===== src/rtl/intr_gate_pkg.sv =====
// Shared types and constants of the interrupt request controller.
// Assumes: the source codes are fixed, and the numeric order of the codes
// is the service priority (a larger code means a higher priority).
package intr_gate_pkg;

    localparam int SRC_W  = 3;
    localparam int VEC_W  = 8;
    localparam int CTRL_W = 8;
    localparam int MASK_W = 3;
    localparam int NSRC   = 5;

    // Bit positions in the set-mask control byte
    localparam int MASK_EN_BIT = 3;
    localparam int R75_CLR_BIT = 4;

    typedef enum logic [SRC_W-1:0] {
        SRC_NONE = 3'd0,
        SRC_GEN  = 3'd1,
        SRC_R55  = 3'd2,
        SRC_R65  = 3'd3,
        SRC_R75  = 3'd4,
        SRC_TRAP = 3'd5
    } intr_src_e;

    localparam logic [VEC_W-1:0] VEC_TRAP = 8'h24;
    localparam logic [VEC_W-1:0] VEC_R75  = 8'h3C;
    localparam logic [VEC_W-1:0] VEC_R65  = 8'h34;
    localparam logic [VEC_W-1:0] VEC_R55  = 8'h2C;
    localparam logic [VEC_W-1:0] VEC_NONE = 8'h00;

    // Map a source code to its fixed vector address
    function automatic logic [VEC_W-1:0] vec_of(input intr_src_e s);
        case (s)
            SRC_TRAP: vec_of = VEC_TRAP;
            SRC_R75:  vec_of = VEC_R75;
            SRC_R65:  vec_of = VEC_R65;
            SRC_R55:  vec_of = VEC_R55;
            default:  vec_of = VEC_NONE;
        endcase
    endfunction

endpackage


===== src/rtl/intr_edge_latch.sv =====
// Rising-edge capture latch for one interrupt line.
// Assumes: level_i is already synchronous to clk. The previous-level register
// resets to 0, so a line that is high when reset is released counts as an edge.
// A new edge wins over a clear in the same cycle.
module intr_edge_latch (
    input  logic clk,
    input  logic rst_n,
    input  logic level_i,
    input  logic clr_i,
    output logic latched_o
);

    logic prev_q;
    logic rise;

    // Detect a low-to-high transition against the last sampled level
    assign rise = level_i & ~prev_q;

    // Remember the line level of the last cycle
    always_ff @(posedge clk) begin
        if (!rst_n) prev_q <= 1'b0;
        else        prev_q <= level_i;
    end

    // Hold the capture until a clear request arrives
    always_ff @(posedge clk) begin
        if (!rst_n)      latched_o <= 1'b0;
        else if (rise)   latched_o <= 1'b1;
        else if (clr_i)  latched_o <= 1'b0;
    end

endmodule


===== src/rtl/intr_mask_regs.sv =====
// Mask register and global interrupt-enable flag.
// Assumes: the write byte uses a mask-enable bit that gates the mask field.
// Any clear of the enable wins over an enable command in the same cycle.
module intr_mask_regs
    import intr_gate_pkg::*;
#(
    parameter int MW = MASK_W,
    parameter int CW = CTRL_W
) (
    input  logic          clk,
    input  logic          rst_n,
    input  logic          wr_i,
    input  logic [CW-1:0] wdata_i,
    input  logic          ei_i,
    input  logic          di_i,
    input  logic          ack_clr_i,
    output logic [MW-1:0] mask_o,
    output logic          ie_o
);

    localparam logic [MW-1:0] MASK_RST = {MW{1'b1}};

    logic take_mask;
    logic ie_clr;

    assign take_mask = wr_i & wdata_i[MASK_EN_BIT];
    assign ie_clr    = di_i | ack_clr_i;

    // Load new mask bits only when the write enables them
    always_ff @(posedge clk) begin
        if (!rst_n)         mask_o <= MASK_RST;
        else if (take_mask) mask_o <= wdata_i[MW-1:0];
    end

    // Global enable: clear requests take precedence over an enable command
    always_ff @(posedge clk) begin
        if (!rst_n)      ie_o <= 1'b0;
        else if (ie_clr) ie_o <= 1'b0;
        else if (ei_i)   ie_o <= 1'b1;
    end

endmodule


===== src/rtl/intr_prio_pick.sv =====
// Fixed-priority selector over the serviceable sources.
// Assumes: ok_i bit k belongs to the source with code k+1, and a higher
// index means a higher priority. Outputs 0 when no bit is set.
module intr_prio_pick #(
    parameter int N   = 5,
    parameter int SW  = $clog2(N + 1)
) (
    input  logic [N-1:0]  ok_i,
    output logic [SW-1:0] code_o
);

    // Scan upward so the highest set index is the last one written
    always_comb begin
        code_o = '0;
        for (int k = 0; k < N; k++) begin
            if (ok_i[k]) code_o = SW'(k + 1);
        end
    end

endmodule


===== src/rtl/intr_gate_ctrl.sv =====
// Processor interrupt request controller (top).
// Collects the trap, the three restart lines and the general request. Keeps
// the mask, the global enable and the edge latches, and presents the
// highest-priority serviceable request with its vector. An acknowledge
// updates only the state of the named source.
// Assumes: all inputs are synchronous to clk. The core raises ack_in for one
// cycle for each service it performs.
module intr_gate_ctrl
    import intr_gate_pkg::*;
(
    input  logic              clk,
    input  logic              rst_n,
    input  logic              trap_in,
    input  logic              rst75_in,
    input  logic              rst65_in,
    input  logic              rst55_in,
    input  logic              gen_req_in,
    input  logic              cmd_ei,
    input  logic              cmd_di,
    input  logic              mask_wr,
    input  logic [CTRL_W-1:0] mask_wdata,
    input  logic              ack_in,
    input  logic [SRC_W-1:0]  ack_src,
    output logic [CTRL_W-1:0] mask_rdata,
    output logic              req_valid,
    output logic [SRC_W-1:0]  req_src,
    output logic [VEC_W-1:0]  req_vector
    ,
    output logic              gen_ack
);

    logic              trap_lat;
    logic              r75_lat;
    logic [MASK_W-1:0] mask;
    logic              ie;
    logic              ack_gen, ack_r55, ack_r65, ack_r75, ack_trap;
    logic              r75_clr;
    logic              pend55, pend65;
    logic [NSRC-1:0]   ok;
    logic [SRC_W-1:0]  pick;

    // Decode which source the acknowledge names
    always_comb begin
        ack_gen  = ack_in & (ack_src == SRC_GEN);
        ack_r55  = ack_in & (ack_src == SRC_R55);
        ack_r65  = ack_in & (ack_src == SRC_R65);
        ack_r75  = ack_in & (ack_src == SRC_R75);
        ack_trap = ack_in & (ack_src == SRC_TRAP);
    end

    // The 7.5 latch clears on its own acknowledge or on a write with the clear bit
    assign r75_clr = ack_r75 | (mask_wr & mask_wdata[R75_CLR_BIT]);

    intr_edge_latch u_trap_lat (
        .clk       (clk),
        .rst_n     (rst_n),
        .level_i   (trap_in),
        .clr_i     (ack_trap),
        .latched_o (trap_lat)
    );

    intr_edge_latch u_r75_lat (
        .clk       (clk),
        .rst_n     (rst_n),
        .level_i   (rst75_in),
        .clr_i     (r75_clr),
        .latched_o (r75_lat)
    );

    intr_mask_regs #(
        .MW (MASK_W),
        .CW (CTRL_W)
    ) u_mask (
        .clk       (clk),
        .rst_n     (rst_n),
        .wr_i      (mask_wr),
        .wdata_i   (mask_wdata),
        .ei_i      (cmd_ei),
        .di_i      (cmd_di),
        .ack_clr_i (ack_gen | ack_r55 | ack_r65),
        .mask_o    (mask),
        .ie_o      (ie)
    );

    // Level restarts are visible only when their mask bit is clear
    assign pend55 = rst55_in & ~mask[0];
    assign pend65 = rst65_in & ~mask[1];

    // Serviceable flags, indexed by source code minus one
    always_comb begin
        ok[SRC_GEN  - 1] = gen_req_in & ie;
        ok[SRC_R55  - 1] = pend55 & ie;
        ok[SRC_R65  - 1] = pend65 & ie;
        ok[SRC_R75  - 1] = r75_lat & ~mask[2] & ie;
        ok[SRC_TRAP - 1] = trap_lat & trap_in;
    end

    intr_prio_pick #(
        .N  (NSRC),
        .SW (SRC_W)
    ) u_pick (
        .ok_i   (ok),
        .code_o (pick)
    );

    // Present the selected request and its vector
    always_comb begin
        req_src    = pick;
        req_valid  = (pick != SRC_NONE);
        req_vector = vec_of(intr_src_e'(pick));
    end

    // Assemble the read-mask status byte
    assign mask_rdata = {1'b0, r75_lat, pend65, pend55, ie, mask};

    // Strobe for the general request one cycle after its acknowledge
    always_ff @(posedge clk) begin
        if (!rst_n) gen_ack <= 1'b0;
        else        gen_ack <= ack_gen;
    end

endmodule


===== config.mk =====
export PLATFORM = sky130hd
export DESIGN_NAME = intr_gate_ctrl
export DESIGN_NICKNAME = d
export VERILOG_FILES = /design/src/rtl/intr_gate_pkg.sv /design/src/rtl/intr_edge_latch.sv /design/src/rtl/intr_mask_regs.sv /design/src/rtl/intr_prio_pick.sv /design/src/rtl/intr_gate_ctrl.sv
export SDC_FILE = /design/constraint.sdc
export NUM_CORES = 1
export LEC_CHECK = 0
export BUFFER_PORTS_ARGS = -buffer_cell sky130_fd_sc_hd__buf_2
export CORE_MARGIN = 2
export CORE_UTILIZATION = 37
export CTS_CLUSTER_SIZE = 20
export DETAILED_ROUTE_END_ITERATION = 8
export PLACE_DENSITY = 0.73
export SYNTH_ARGS = -nofsm -noshare
export SYNTH_HDL_FRONTEND = slang
export SYNTH_SLANG_ARGS = --single-unit

===== constraint.sdc =====
create_clock -name clk -period 1 [get_ports clk]
set_input_delay 0.1 -clock clk [delete_from_list [all_inputs] [get_ports clk]]
set_output_delay 0.1 -clock clk [all_outputs]
set_load 0.05 [all_outputs]

# After elaboration in Yosys (flattened, before gate mapping)
# Index checks and enable logic that the tools add are counted.
totals:
  ff_bits: 9
op_classes:
  eq_ne: 9
  mux: 10
  bitwise_logic: 27
  reduce_logical: 4
op_table:
  columns: ["op", "n"]
  rows:
  - ["$pmux W6 S4", 1]
  - ["$and A1 B1 Y1", 17]
  - ["$eq A3 B2 Y1 const B", 4]
  - ["$eq A3 B3 Y1 const B", 4]
  - ["$mux W3", 2]
  - ["$not A1 Y1", 6]
  - ["$mux W1", 5]
  - ["$mux W2", 2]
  - ["$or A1 B1 Y1", 4]
  - ["$reduce_bool A2 Y1", 2]
  - ["$eq A3 B1 Y1 const B", 1]
  - ["$reduce_bool A3 Y1", 1]
  - ["$reduce_or A2 Y1", 1]

# Depth between registers and ports, before layout
logic_depth:
  depth_word: 9
  depth_mapped: 5

# Hierarchy
# Synthesis repeated with hierarchy kept, for this count alone.
hier_totals:
  hier_cells: 66
  hier_area_um2: 554.3
by_module_without_submodules:
  columns: ["mod", "n_inst", "cells_per_inst", "area_each_um2", "seq_area_each_um2"]
  rows:
  - ["intr_gate_ctrl", 1, 32, 232.7, 20.0]
  - ["intr_mask_regs", 1, 16, 150.1, 80.1]
  - ["intr_edge_latch", 2, 6, 70.1, 40.0]
  - ["intr_prio_pick", 1, 6, 31.3, 0.0]

# Worst setup path before layout
# OpenSTA, ideal clock, no wires.
synth_path:
  path_kind: "register -> output"
  startpoint: "register u_mask.mask_o[0]"
  endpoint: "output port req_src[0]"
  t_arrival_ns: 2.070
  required_time_ns: 0.900
  setup_slack_ns: -1.170
  stages_incl_launch_ff: 4
  path_cell_list: "dfxtp_1 > nand2b_1 > a21oi_1 > o31ai_1"
synth_between:
  elab_chain_len: 7
synth_lines:
  columns: ["element", "line", "source"]
  rows:
  - ["start, declared", "intr_mask_regs.sv:17", "output logic [MW-1:0] mask_o,"]
  - ["start signal, assigned", "intr_mask_regs.sv:32", "else if (take_mask) mask_o <= wdata_i[MW-1:0];"]
  - ["$not A1 Y1", "intr_gate_ctrl.sv:86", "assign pend55 = rst55_in & ~mask[0];"]
  - ["$and A1 B1 Y1", "intr_gate_ctrl.sv:86", null]
  - ["$and A1 B1 Y1", "intr_gate_ctrl.sv:92", "ok[SRC_R55 - 1] = pend55 & ie;"]
  - ["$mux W2 (2 in a row)", "intr_prio_pick.sv:16", "if (ok_i[k]) code_o = SW'(k + 1);"]
  - ["$mux W3 (2 in a row)", "intr_prio_pick.sv:16", null]
  - ["end, declared", "intr_gate_ctrl.sv:26", "output logic [SRC_W-1:0] req_src,"]
# No other way between the ends.

# Final worst setup path
layout_path:
  startpoint: "register u_mask.mask_o[0]"
  endpoint: "output port req_vector[2]"
layout_between:
  elab_chain_len: 9
  elab_cells_between_ends: 12
  cone_classes: "eq/ne: 4; mux: 5; bitwise: 3"
layout_lines:
  columns: ["element", "line", "source"]
  rows:
  - ["$not A1 Y1 *", "intr_gate_ctrl.sv:86", null]
  - ["$and A1 B1 Y1 *", "intr_gate_ctrl.sv:86", null]
  - ["$and A1 B1 Y1 *", "intr_gate_ctrl.sv:92", null]
  - ["$mux W2 * (2 in a row)", "intr_prio_pick.sv:16", null]
  - ["$mux W3 * (2 in a row)", "intr_prio_pick.sv:16", null]
  - ["$eq A3 B2 Y1 or $eq A3 B3 Y1 (tied branches)", "intr_gate_pkg.sv:33", "case (s)"]
  - ["$pmux W6 S4 *", "intr_gate_pkg.sv:33", null]
  - ["end, declared", "intr_gate_ctrl.sv:27", "output logic [VEC_W-1:0] req_vector"]
# Every way passes the cells marked *; elsewhere a longest branch is shown, timed or not.

==> results.md <==
- Status: complete, but fails checks
- Violated checks: setup timing
- Number of standard cells after synthesis: 66
- Worst vdd ir: 0.945 mV
- Share of cells above drive strength 1: 62.5%
- Largest area contributor in the synthesized netlist: sky130_fd_sc_hd__dfxtp_1
- Netlist area before placement: 539 um^2
- Max-capacitance violation count: 0
- Finished Layout Cells: 127
- Post-detailed-route count of antenna-violating nets: 0
- Total via count in the routed design: 593
- Share of the yosys chip area belonging to registers: 33.4%
- Clock network power share: 23.6%
- Average routed wire per standard cell: 11.5 um
- Most common flop cell mapped by yosys: sky130_fd_sc_hd__dfxtp_1
- Post-synth top area share: 33.4%
- Category of the most critical setup path: flop to primary output
- DIE WIDTH: 42.2 um
- Final Routed Wirelength: 1470 um
- Internal power contribution: 731 uW
- Overall track demand over capacity in global routing: 17.5%
- Global placement routability congestion: 0.754
- List of most frequent post-synthesis cells: 10 x sky130_fd_sc_hd__buf_4, 9 x sky130_fd_sc_hd__dfxtp_1, 7 x sky130_fd_sc_hd__nand2_1, 7 x sky130_fd_sc_hd__nand3_1, 4 x sky130_fd_sc_hd__nor2_1
- Num rows: 13
- DRC violation count after routing: 0
- Category of cells accounting for the largest share of critical-path delay: buffers and inverters
- Post-DR vias/cell: 4.67
- Seq cells post-synth: 9
- Wire length on met3: 75 um
- Clock H-tree levels: 1
- Via count of the first global-routing pass: 583
- Final layout net count: 135
- Reg2reg start: u_mask.ie_o$_SDFFE_PP0P_
- Class of the worst hold path: primary input to flop
- Number of diodes added for antenna fixing: 0
- Share of synthesized registers carrying an async set or reset: 0%
- CTS sink cnt: 9
- Detailed-placement wirelength estimate: 1130 um
- Cell with the most instances after synthesis: sky130_fd_sc_hd__buf_4
- Critical path startpoint category: flop
- Number of buffer cells added on primary ports: 34
- Clk Latency, worst-skew pair: 0.25 ns
- Post-synth EDFFs: 0
- Count of endpoints failing hold in the final timing report: 0
- Share of the cycle needed by the critical path after routing: 143%
- TritonCTS clock tree: done
- Avg Inst Size Synth: 8.17 um^2
- Sw Share: 36.0%
- Critical path buffer and inverter count: 3
- Syn-to-layout area delta: 94.2%
- Number of warnings reported in the yosys synthesis log: 0
- Top cells by area, synth: sky130_fd_sc_hd__dfxtp_1 33%, sky130_fd_sc_hd__buf_4 14%, sky130_fd_sc_hd__nand3_1 6.5%
- Setup Viol. Count Final: 10
- Cell breakdown of the critical path: nand2b_4 -> inv_4 -> o21ai_1 -> buf_4 -> nand2b_4 -> buf_4
- RSZ-0062 raised after global routing: yes
- Buffer depth of the longest clock path: 2
- Number of slew-limit violations in the final report: 0
- First-pass GRT wire length: 2420 um
- Starting utilization of the core area: 40.4%
- Crit path time final: 1.43 ns
- Biggest fanout along the worst timing path: 3
- Highest metal layer used by the detailed router: met3
- Cell with the biggest individual delay on the critical path: sky130_fd_sc_hd__dfxtp_4
- Pwr Density: 1090 mW/mm^2
- DRT iter0 DRCs: 1
- Startpoint of the lowest-slack hold path: ack_src[1]
- Share of power burned in registers: 34.9%
- Worst-case setup margin in the final layout: -0.433 ns
- Area enclosed by the die boundary: 0.00178 mm^2
- Count of different cell masters after synthesis: 24
- Clock Pin Slew Worst Setup and Hold Paths: 0.06 ns
- F_max: 0.698 GHz
- Number of antenna violations at the first check in global routing: 0
- Placed cell count: 120
- I/O pins: 43
- Critical path origin: u_mask.mask_o[0]$_SDFFE_PN1P_
- Utilization after layout: 78.5%
- First drt pass iteration count: 4
- Maximum number of pins on one net before global-route repair: 10
- Net switching power: 411 uW
- Delay contributed by the slowest stage of the critical path: 0.35 ns
- Die height: 42.2 um
- GR Overflow Total: 0
- Combinational Power Share: 41.5%
- Final setup skew: 0.00483 ns
- Floorplan Core Area: 0.00133 mm^2
- Fill cells: 101
- Root buffer cell: sky130_fd_sc_hd__clkbuf_4
- Critical path data arrival time: 1.33 ns
- Detail Route met2 WL: 842 um
- Static Leakage: 0.515 nW
- Routed length on met1: 548 um
- Data required time at the worst endpoint: 0.90 ns
- CP Capture Type: primary output
- Total clock buffers created by CTS: 3
[stage by stage]
stage / power, mW / setup slack (ns) / hold slack, ns / TNS, ns / instance area (um^2)
detailed placement: 0.802 / -0.209 / 0.273 / -1.19 / 848
CTS: 1.12 / -0.443 / 0.0231 / -3.34 / 982
floorplan: 0.706 / -0.528 / 0.171 / -1.80 / 644
global placement: 0.793 / -0.166 / 0.273 / -0.989 / 848
finish: 1.14 / -0.433 / 0.0318 / -3.21 / 1050
global route: 1.20 / -0.519 / 0.0351 / -3.83 / 1050
[metal layers]
metal | track usage, % | vias to the layer above
met5 | 0 | -
met4 | 3.75 | 0
met3 | 4.74 | 0
met2 | 31.4 | 23
met1 | 20.6 | 267
li1 | - | 303
[power groups by stage]
stage                     clock (mW)  combinational, mW  sequential, mW
after floorplan                    0              0.270           0.435
after global placement             0              0.391           0.401
after detailed placement           0              0.397           0.404
after CTS                      0.278              0.444           0.397
after global routing           0.302              0.499           0.401
final                          0.270              0.474           0.398
[final timing paths]
kind,endpoint,slack [ns],depth (start not counted)
worst max register to register,u_mask.ie_o$_SDFFE_PP0P_,0.20,3
worst max-delay path,req_vector[2],-0.43,6
worst min-delay path,gen_ack$_SDFF_PN0_,0.03,2
worst min register to register,u_r75_lat.latched_o$_SDFFE_PN0P_,0.42,1
[timing repair]
item | 4_1_cts | 5_1_grt
endpoints found under the setup margin | 15 | 15
buffers inserted | 0 | 2
hold buffers | 1 | 0
gates resized for setup | 30 | 15
hold endpoints to repair | 1 | 0
pin swaps | 0 | 1
[sequential cells by signal (all words and copies together) (netlist names)]
signal and cells:
u_mask.mask_o 3, gen_ack 1, u_mask.ie_o 1, u_r75_lat.latched_o 1
u_r75_lat.prev_q 1, u_trap_lat.latched_o 1, u_trap_lat.prev_q 1
[cell usage in the layout, fill, tap and decap left out, types with 2 or more instances in the layout]
| cell type | synthesis | layout |
|---|---|---|
| sky130_fd_sc_hd__clkbuf_4 | 0 | 3 |
| sky130_fd_sc_hd__nor2_1 | 4 | 3 |
| sky130_fd_sc_hd__nand3_1 | 7 | 7 |
| sky130_fd_sc_hd__nand2b_4 | 0 | 3 |
| sky130_fd_sc_hd__buf_4 | 10 | 9 |
| sky130_fd_sc_hd__dfxtp_1 | 9 | 4 |
| sky130_fd_sc_hd__dfxtp_4 | 0 | 4 |
| sky130_fd_sc_hd__buf_8 | 0 | 6 |
| sky130_fd_sc_hd__o21ai_4 | 0 | 2 |
| sky130_fd_sc_hd__nor2b_4 | 2 | 2 |
| sky130_fd_sc_hd__nor2b_1 | 2 | 2 |
| sky130_fd_sc_hd__buf_2 | 1 | 19 |
| sky130_fd_sc_hd__nand2_1 | 7 | 7 |
| sky130_fd_sc_hd__conb_1 | 1 | 5 |
| sky130_fd_sc_hd__buf_6 | 0 | 13 |
| sky130_fd_sc_hd__inv_1 | 3 | 2 |
| sky130_fd_sc_hd__nand4b_1 | 2 | 2 |
| sky130_fd_sc_hd__a21oi_1 | 2 | 2 |
[logic make-up after synthesis]
| group | count (synthesis) | synth area share [%] |
|---|---|---|
| AOI/OAI and AO/OA | 9 | 10.7 |
| other | 1 | 0.695 |
| and+or+nand+nor | 33 | 38.3 |
| DFF | 9 | 33.4 |
| buffers and inverters | 14 | 16.9 |
[cell type report]
type / instances / area (um^2) / share of cell area [%]
inverters: 3 / 13.8 / 1.31
clock buffers: 4 / 26.3 / 2.51
multi-input cells: 47 / 363 / 34.6
repair buffers: 49 / 429 / 41.0
well taps: 15 / 18.8 / 1.79
flip-flops and latches: 9 / 196 / 18.8
No activity file was read; power rests on OpenSTA's default activity.
